## src/rtl/sce_intc_pkg.sv

```systemverilog
package sce_intc_pkg;
  localparam int unsigned ADDR_W = 8;
  localparam int unsigned DATA_W = 32;
  localparam int unsigned ROUTE_W = 8;

  // word offsets of the register map
  localparam logic [ADDR_W-1:0] OFF_STAT = 8'h00;
  localparam logic [ADDR_W-1:0] OFF_SET  = 8'h20;
  localparam logic [ADDR_W-1:0] OFF_CLR  = 8'h30;
  localparam logic [ADDR_W-1:0] OFF_EN   = 8'h40;
  localparam logic [ADDR_W-1:0] OFF_MSK  = 8'h50;
  localparam logic [ADDR_W-1:0] OFF_RTE  = 8'h60;
endpackage

```

## src/rtl/sce_intc_regs.sv

```systemverilog
module sce_intc_regs
  import sce_intc_pkg::*;
#(
  parameter int unsigned NSRC = 64
) (
  input  logic                 clk,
  input  logic                 rst,
  input  logic                 we,
  input  logic [ADDR_W-1:0]    addr,
  input  logic [DATA_W-1:0]    wdata,
  input  logic [NSRC-1:0]      status,
  output logic [DATA_W-1:0]    rdata,
  output logic [NSRC-1:0]      en_q,
  output logic [NSRC-1:0]      msk_q,
  output logic [ROUTE_W-1:0]   route_q [NSRC]
);
  localparam int unsigned BPW     = DATA_W / ROUTE_W;      // route bytes per word
  localparam int unsigned RWORDS  = NSRC / BPW;            // words of routing table
  localparam int unsigned RTE_END = int'(OFF_RTE) + NSRC;  // first byte past the table

  logic [ADDR_W-1:0] grp;
  logic              hsel;
  logic              rte_hit;
  logic [ADDR_W-1:0] rte_off;
  logic [ADDR_W-3:0] rte_word;

  assign grp      = {addr[ADDR_W-1:3], 3'b000};
  assign hsel     = addr[2];
  assign rte_hit  = (addr[1:0] == 2'b00) && (int'(addr) >= int'(OFF_RTE)) && (int'(addr) < RTE_END);
  assign rte_off  = addr - OFF_RTE;
  assign rte_word = rte_off[ADDR_W-1:2];

  always_ff @(posedge clk) begin
    if (rst) begin
      en_q  <= '0;
      msk_q <= '0;
      for (int c = 0; c < int'(NSRC); c++) route_q[c] <= ROUTE_W'(c);
    end else if (we) begin
      if (rte_hit) begin
        for (int k = 0; k < int'(BPW); k++)
          route_q[int'(rte_word) * int'(BPW) + k] <= wdata[8*k +: 8];
      end else if (addr[1:0] == 2'b00) begin
        unique case (grp)
          OFF_SET: en_q[32*hsel +: 32]  <= en_q[32*hsel +: 32] | wdata;
          OFF_CLR: en_q[32*hsel +: 32]  <= en_q[32*hsel +: 32] & ~wdata;
          OFF_EN:  en_q[32*hsel +: 32]  <= wdata;
          OFF_MSK: msk_q[32*hsel +: 32] <= wdata;
          default: ;
        endcase
      end
    end
  end

  logic [DATA_W-1:0] rte_rd;
  always_comb begin
    rte_rd = '0;
    for (int k = 0; k < int'(BPW); k++)
      if (int'(rte_word) < int'(RWORDS))
        rte_rd[8*k +: 8] = route_q[int'(rte_word) * int'(BPW) + k];
  end

  always_comb begin
    rdata = '0;
    if (rte_hit) begin
      rdata = rte_rd;
    end else if (addr[1:0] == 2'b00) begin
      unique case (grp)
        OFF_STAT:                rdata = status[32*hsel +: 32];
        OFF_SET, OFF_CLR, OFF_EN: rdata = en_q[32*hsel +: 32];
        OFF_MSK:                 rdata = msk_q[32*hsel +: 32];
        default:                 rdata = '0;
      endcase
    end
  end

  AST_SET_ONES: assert property (@(posedge clk) disable iff (rst)
    (we && addr == OFF_SET) |=> ((en_q[31:0] & $past(wdata)) == $past(wdata)));
  AST_CLR_ONES: assert property (@(posedge clk) disable iff (rst)
    (we && addr == OFF_CLR) |=> ((en_q[31:0] & $past(wdata)) == '0));
  AST_ALIAS_KEEP: assert property (@(posedge clk) disable iff (rst)
    (we && (addr == OFF_SET || addr == OFF_CLR))
      |=> (((en_q[31:0] ^ $past(en_q[31:0])) & ~$past(wdata)) == '0));
  AST_MASK_HOLD: assert property (@(posedge clk) disable iff (rst)
    !(we && grp == OFF_MSK) |=> $stable(msk_q));
endmodule

```

## src/rtl/sce_intc_route.sv

```systemverilog
module sce_intc_route
  import sce_intc_pkg::*;
#(
  parameter int unsigned NSRC = 64
) (
  input  logic                 clk,
  input  logic                 rst,
  input  logic [NSRC-1:0]      src,
  input  logic [NSRC-1:0]      en_q,
  input  logic [NSRC-1:0]      msk_q,
  input  logic [ROUTE_W-1:0]   route_q [NSRC],
  output logic [NSRC-1:0]      status
);
  localparam int unsigned IDX_W = $clog2(NSRC);

  logic [NSRC-1:0] chan_act;

  for (genvar c = 0; c < int'(NSRC); c++) begin : g_chan
    logic [IDX_W-1:0] sel;
    assign sel         = route_q[c][IDX_W-1:0];
    assign chan_act[c] = (int'(route_q[c]) < int'(NSRC)) ? src[sel] : 1'b0;
  end

  assign status = chan_act & en_q & ~msk_q;

  AST_STATUS_GATED: assert property (@(posedge clk) disable iff (rst)
    ((status & ~(en_q & ~msk_q)) == '0));
endmodule

```

## src/rtl/sce_intc.sv

```systemverilog
module sce_intc
  import sce_intc_pkg::*;
#(
  parameter int unsigned NSRC = 64
) (
  input  logic              clk,
  input  logic              rst,
  input  logic [NSRC-1:0]   src_i,
  input  logic              reg_we,
  input  logic [ADDR_W-1:0] reg_addr,
  input  logic [DATA_W-1:0] reg_wdata,
  output logic [DATA_W-1:0] reg_rdata,
  output logic              irq_o
);
  logic [NSRC-1:0]    en_q;
  logic [NSRC-1:0]    msk_q;
  logic [ROUTE_W-1:0] route_q [NSRC];
  logic [NSRC-1:0]    status;

  sce_intc_regs #(.NSRC(NSRC)) u_regs (
    .clk(clk), .rst(rst), .we(reg_we), .addr(reg_addr), .wdata(reg_wdata),
    .status(status), .rdata(reg_rdata), .en_q(en_q), .msk_q(msk_q), .route_q(route_q)
  );

  sce_intc_route #(.NSRC(NSRC)) u_route (
    .clk(clk), .rst(rst), .src(src_i), .en_q(en_q), .msk_q(msk_q),
    .route_q(route_q), .status(status)
  );

  always_ff @(posedge clk) begin
    if (rst) irq_o <= 1'b0;
    else     irq_o <= |status;
  end

  AST_IRQ_RAISE: assert property (@(posedge clk) disable iff (rst)
    (|status) |=> irq_o);
  AST_IRQ_QUIET: assert property (@(posedge clk) disable iff (rst)
    (status == '0) |=> !irq_o);
endmodule

```

## config.mk

```make
export PLATFORM = sky130hd
export DESIGN_NAME = sce_intc
export DESIGN_NICKNAME = d
export VERILOG_FILES = /design/src/rtl/sce_intc_pkg.sv /design/src/rtl/sce_intc_regs.sv /design/src/rtl/sce_intc_route.sv /design/src/rtl/sce_intc.sv
export SDC_FILE = /design/constraint.sdc
export NUM_CORES = 2
export LEC_CHECK = 0
export BUFFER_PORTS_ARGS = -buffer_cell sky130_fd_sc_hd__buf_2
export CORE_ASPECT_RATIO = 1.75
export CORE_MARGIN = 2
export CORE_UTILIZATION = 60
export CTS_BUF_LIST = sky130_fd_sc_hd__clkbuf_8
export DETAILED_ROUTE_END_ITERATION = 6
export PLACE_DENSITY = 0.91
export SLEW_MARGIN = 0
export SYNTH_ARGS = -nofsm -noshare
export SYNTH_HDL_FRONTEND = slang
export SYNTH_SLANG_ARGS = --single-unit
```

## constraint.sdc

```tcl
create_clock -name clk -period 3.5 [get_ports clk]
set_input_delay 0.525 -clock clk [delete_from_list [all_inputs] [get_ports clk]]
set_output_delay 0.525 -clock clk [all_outputs]
set_load 0.03 [all_outputs]
```

==> impl_metrics.env, run 1 <==
export IMPL_status="did not finish"
export IMPL_clk_path_buf_depth=3
export IMPL_yosysUniqueCellTypes=79
export IMPL_syn_nets=6777
export IMPL_syn_inst=6666
export IMPL_synth_async_sr_flop_share_pct=0
export IMPL_dp_cells=8283
export IMPL_pre_cts_slack_ps=-867
export IMPL_fp_dieH_um=442
export IMPL_cts_hold_buf=0
export IMPL_synthFlopType="dfxtp_1"
export IMPL_synth_simple_area_share_pct=15.5
export IMPL_grt_pass1_wl_mm=802
export IMPL_synth_edff_count=0
export IMPL_port_buffers=139
export IMPL_stop_stage="global routing (5_1_grt)"
export IMPL_fp_dieW_um=254
export IMPL_netlist_area_um2=65700
export IMPL_synth_top_family_by_area="multiplexers"
export IMPL_grt_overflow=7613
export IMPL_tool_error="[ERROR GRT-0116] Global routing finished with congestion. Check the congestion regions in the DRC Viewer."
export IMPL_synth_fa_ha_area_share_pct=0.0762
export IMPL_initial_utilization_pct=60.5
export IMPL_grt_usage_pct=100
export IMPL_cts_sinks=641
export IMPL_grt_pass1_vias=101816
export IMPL_synthMuxAreaShare_pct=48.1
export IMPL_synth_compound_area_share_pct=9.71
export IMPL_place_area_um2=74900
export IMPL_synth_avg_cell_area_um2=9.85
export IMPL_rows=160
export IMPL_ios=140
export IMPL_ys_ff_latch=641
export IMPL_ys_warn_count=0
export IMPL_gp_congestion=1.34
export IMPL_synth_xor_area_share_pct=0.0133
export IMPL_cts_root_buffer="clkbuf_8"
export IMPL_synth_seq_area_share_pct=19.5
export IMPL_grt_max_degree=113
export IMPL_hpwl_mm=265
export IMPL_numCtsBuffers=92
export IMPL_cts_htree_levels=3
stage by stage:
step | setup TNS, ps | util [%]
2_1_floorplan | -304 | -
3_3_place_gp | -16320 | 69.0
4_1_cts | -25480 | 74.1
3_5_place_dp | -21570 | 69.0
per-layer routing:
layer  global-route usage [%]  overflow
met1                     92.6      1157
met2                      114      3808
met3                     93.8      1054
met4                      105      1428
met5                     86.8       166
cells by family after synthesis:
family | count (synthesis)
buffers and inverters | 1228
and+or+nand+nor | 2166
AOI/OAI and AO/OA | 1043
adders and majority gates | 4
muxes | 1583
DFF | 641
xor gates and xnor gates | 1
synth_stat cells (9+ instances only):
library cell / instances / share of area (%)
a211o_1: 19 / 0.25
nor4_1: 23 / 0.22
or4b_2: 17 / 0.26
nor3b_1: 27 / 0.31
nor4b_1: 58 / 0.77
nand2_1: 1360 / 7.8
nor2b_1: 70 / 0.67
nor3_1: 29 / 0.22
o2111ai_1: 14 / 0.19
o221ai_1: 23 / 0.31
o311ai_0: 20 / 0.27
dfxtp_1: 641 / 20
inv_1: 63 / 0.36
a21oi_1: 510 / 3.9
a31oi_1: 30 / 0.29
or2_2: 15 / 0.14
o21ai_0: 153 / 1.2
nand3b_1: 200 / 2.3
nor2_1: 185 / 1.1
o211ai_1: 58 / 0.66
a2111oi_0: 20 / 0.27
nand3_1: 59 / 0.45
buf_2: 22 / 0.17
buf_1: 127 / 0.73
nand4_1: 24 / 0.23
mux4_2: 1239 / 43
a221o_1: 17 / 0.26
nand2b_1: 40 / 0.38
a211oi_1: 52 / 0.59
nand4b_1: 9 / 0.12
mux2i_1: 272 / 4.1
clkbuf_1: 1007 / 5.8
o22ai_1: 33 / 0.31
mux2_2: 64 / 1.1
and3_1: 13 / 0.12
timing repair:
| action | in CTS |
|---|---|
| endpoints found under the setup margin | 33 |
| gates resized for setup | 587 |
| gates cloned | 15 |
| setup buffers | 138 |
| pin swaps | 130 |
==> run 2, diff against run 1 <==
--- a/config.mk
+++ b/config.mk
@@ -6,12 +6,10 @@
 export NUM_CORES = 2
 export LEC_CHECK = 0
 export BUFFER_PORTS_ARGS = -buffer_cell sky130_fd_sc_hd__buf_2
-export CORE_ASPECT_RATIO = 1.75
 export CORE_MARGIN = 2
-export CORE_UTILIZATION = 60
-export CTS_BUF_LIST = sky130_fd_sc_hd__clkbuf_8
+export CORE_UTILIZATION = 40
 export DETAILED_ROUTE_END_ITERATION = 6
-export PLACE_DENSITY = 0.91
+export PLACE_DENSITY_LB_ADDON = 0.15
 export SLEW_MARGIN = 0
 export SYNTH_ARGS = -nofsm -noshare
 export SYNTH_HDL_FRONTEND = slang
==> constraint.sdc (replaced) <==
create_clock -name clk -period 4.55 [get_ports clk]
set_input_delay 0.6825 -clock clk [delete_from_list [all_inputs] [get_ports clk]]
set_output_delay 0.6825 -clock clk [all_outputs]
set_load 0.03 [all_outputs]
==> impl_metrics.env, run 2 <==
export IMPL_worstSkewPairLatency_ps=770
export IMPL_netlist_area_um2=65700
export IMPL_failed_checks="DRC, setup timing"
export IMPL_fillers=14937
export IMPL_cp_top_family="multiplexers"
export IMPL_final_cells=8841
export IMPL_clk_path_buf_depth=3
export IMPL_setup_viol=9
export IMPL_hold_viol=0
export IMPL_syn_nets=6777
export IMPL_power_ir_vdd_worst_uv=328
export IMPL_initial_utilization_pct=40.3
export IMPL_slowest_delay_ps=650
export IMPL_cts_sinks=641
export IMPL_grt_max_degree=120
export IMPL_ios=140
export IMPL_fin_nets=6682
export IMPL_finalClockSkew_ps=74.1
export IMPL_hold_path_class="in -> reg"
export IMPL_reg_top3="u_regs.route_q x512, u_regs.en_q x64, u_regs.msk_q x64"
export IMPL_synth_top_area_cell="mux4_2"
export IMPL_path_common_cell="mux4_2"
export IMPL_cts_htree_levels=3
export IMPL_r2r_cells=10
export IMPL_largest_reg_flops=512
export IMPL_antenna_found_initial=37
export IMPL_wl_per_cell_um=43.5
export IMPL_grt_pass1_wl_mm=527
export IMPL_layout_common_cells="nand2_1 (1,356), mux4_2 (1,239), buf_4 (714), a21oi_1 (505), dfxtp_1 (497)"
export IMPL_endpoint_kind="output pin"
export IMPL_port_buffers=139
export IMPL_fin_hold_ws_ps=392
export IMPL_coreArea_um2=163000
export IMPL_cts_hold_buf=0
export IMPL_setup_ws_ps=-312
export IMPL_vias=66616
export IMPL_status="finished with violations"
export IMPL_synth_seq_area_share_pct=19.5
export IMPL_drtAntennaViolNets=0
export IMPL_worstPathMaxFanout=8
export IMPL_cap_violations=0
export IMPL_rows=148
export IMPL_yosys_top_cells_area="mux4_2 (43%), dfxtp_1 (20%), nand2_1 (7.8%), clkbuf_1 (5.8%), mux2i_1 (4.1%)"
export IMPL_critPathLaunch="u_regs.route_q[177]"
export IMPL_cts_root_buffer="clkbuf_16"
export IMPL_synthFlopType="dfxtp_1"
export IMPL_worstMarginPinSlew_ps=1160
export IMPL_cp_num_cells=7
export IMPL_crit_end="reg_rdata[9]"
export IMPL_path_cells="mux4_2, mux4_2, mux4_2, and4b_1, mux4_2, a221o_1, buf_6"
export IMPL_post_synth_top_area_fraction_pct=42.5
export IMPL_synth_edff_count=0
export IMPL_final_common_cell="nand2_1"
export IMPL_power_leakage_nw=26.9
export IMPL_drt_total_wl_mm=384
export IMPL_slowest_stage="mux4_2"
export IMPL_pre_cts_slack_ps=-289
export IMPL_gp_congestion=1.03
export IMPL_grt_pass1_vias=62007
export IMPL_path_buf_inv=1
export IMPL_max_slew_margin_pct=22.3
export IMPL_period_minus_slack_ps=4860
export IMPL_ys_top_cells_by_count="nand2_1 (1,360), mux4_2 (1,239), clkbuf_1 (1,007)"
export IMPL_grt_usage_pct=44.9
export IMPL_worstReg2RegEnd="irq_o"
export IMPL_drive_gt1_share_pct=40.9
export IMPL_numCtsBuffers=81
export IMPL_crit_path_start_kind="register"
export IMPL_synth_most_common_cell="nand2_1"
export IMPL_syn_inst=6666
export IMPL_critPathArrivalTime_ps=4180
export IMPL_tritoncts="yes"
export IMPL_synth_avg_cell_area_um2=9.85
export IMPL_first_pass_iters=6
export IMPL_drtIter0Drc=11195
export IMPL_hpwl_mm=267
export IMPL_reg2reg_slack_ps=610
export IMPL_max_freq_mhz=206
export IMPL_fp_dieH_um=409
export IMPL_die_area_um2=167000
export IMPL_ys_warn_count=0
export IMPL_hold_depth=3
export IMPL_grt_overflow=0
export IMPL_finalCritPeriodShare_pct=107
export IMPL_drcViolationCount=5
export IMPL_grt_setup_unrepaired="true"
export IMPL_worst_setup_hold_path_clk_slew_ps=60
export IMPL_largest_register="u_regs.route_q"
export IMPL_rr_startpoint="u_regs.route_q[265]"
export IMPL_yosysUniqueCellTypes=79
export IMPL_critPathRequiredTime_ps=3870
export IMPL_worstSetupPathType="reg -> out"
export IMPL_area_growth_pct=18.2
export IMPL_finalMaxSlewViolations=0
export IMPL_fp_dieW_um=409
export IMPL_synth_async_sr_flop_share_pct=0
export IMPL_p_per_area_nw_per_um2=209
export IMPL_via_per_inst=7.53
export IMPL_dp_cells=8604
export IMPL_ys_ff_latch=641
export IMPL_total_power_mw=16.2
[run 2: cell counts after synthesis]
Identical to the previous run, type by type.
[run 2: stage by stage]
| stage | cell area [um2] | TNS (ps) | utilization (%) |
|---|---|---|---|
| after floorplan | 65700 | 0 | - |
| after global placement | 73100 | -984 | 44.9 |
| after detailed placement | 73100 | -1030 | 44.9 |
| after CTS | 76900 | -1080 | 47.2 |
| after global routing | 77500 | -1480 | 47.6 |
| final | 77600 | -1280 | 47.6 |
[run 2: repair_timing]
action	4_1_cts	5_1_grt
resized for setup	244	143
pin swaps	26	31
endpoints found under the setup margin	32	31
setup buffers	28	34
hold endpoints to repair	0	0
cloned	3	1
[run 2: routing by layer]
| layer | GRT usage, % | routed length, um | vias up |
|---|---|---|---|
| met5 | 0.977 | 396 | - |
| met3 | 23.3 | 65200 | 1416 |
| met4 | 26.2 | 28000 | 30 |
| met1 | 54.9 | 133000 | 33803 |
| li1 | - | - | 25155 |
| met2 | 62.9 | 158000 | 6212 |
[run 2: final cells by class]
cell class / count / area (um2) / share of cell area (%)
Timing Repair Buffer: 985 / 9630 / 12.4
Tap cell: 2175 / 2720 / 3.51
Antenna cell: 28 / 70.1 / 0.0903
Clock buffer: 112 / 2310 / 2.98
Multi-Input combinational cell: 4797 / 48900 / 63.0
Inverter: 65 / 248 / 0.319
Clock inverter: 38 / 566 / 0.729
Sequential cell: 641 / 13200 / 17.0
[run 2: how the worst min path moves through the flow]
stage                         from                   to
2_1_floorplan   u_regs.route_q[38]   u_regs.route_q[38]
3_3_place_gp    u_regs.route_q[86]   u_regs.route_q[86]
3_5_place_dp   u_regs.route_q[204]  u_regs.route_q[204]
4_1_cts              reg_wdata[19]  u_regs.route_q[203]
5_1_grt              reg_wdata[19]  u_regs.route_q[203]
6_report             reg_wdata[19]      u_regs.en_q[19]
[run 2: where the power goes]
group / internal (mW) / switching (mW)
combinational: 1.41 / 2.02
sequential: 5.57 / 0.0123
clock: 4.12 / 3.07
[run 2: kinds of logic after synthesis]
family | synth area share [%]
compound gates | 9.71
simple gates | 15.5
buf+inv | 7.13
fa+ha+maj | 0.0762
flops | 19.5
xor+xnor | 0.0133
mux | 48.1
[run 2: tightest hold or removal path: cells and delay by family]
family / cells / cell delay, ps
AO/OA/AOI/OAI: 1 / 60
buffers and inverters: 1 / 250
AND/OR/NAND/NOR: 1 / 110
Note: power is estimated with default switching activity, not from simulation.
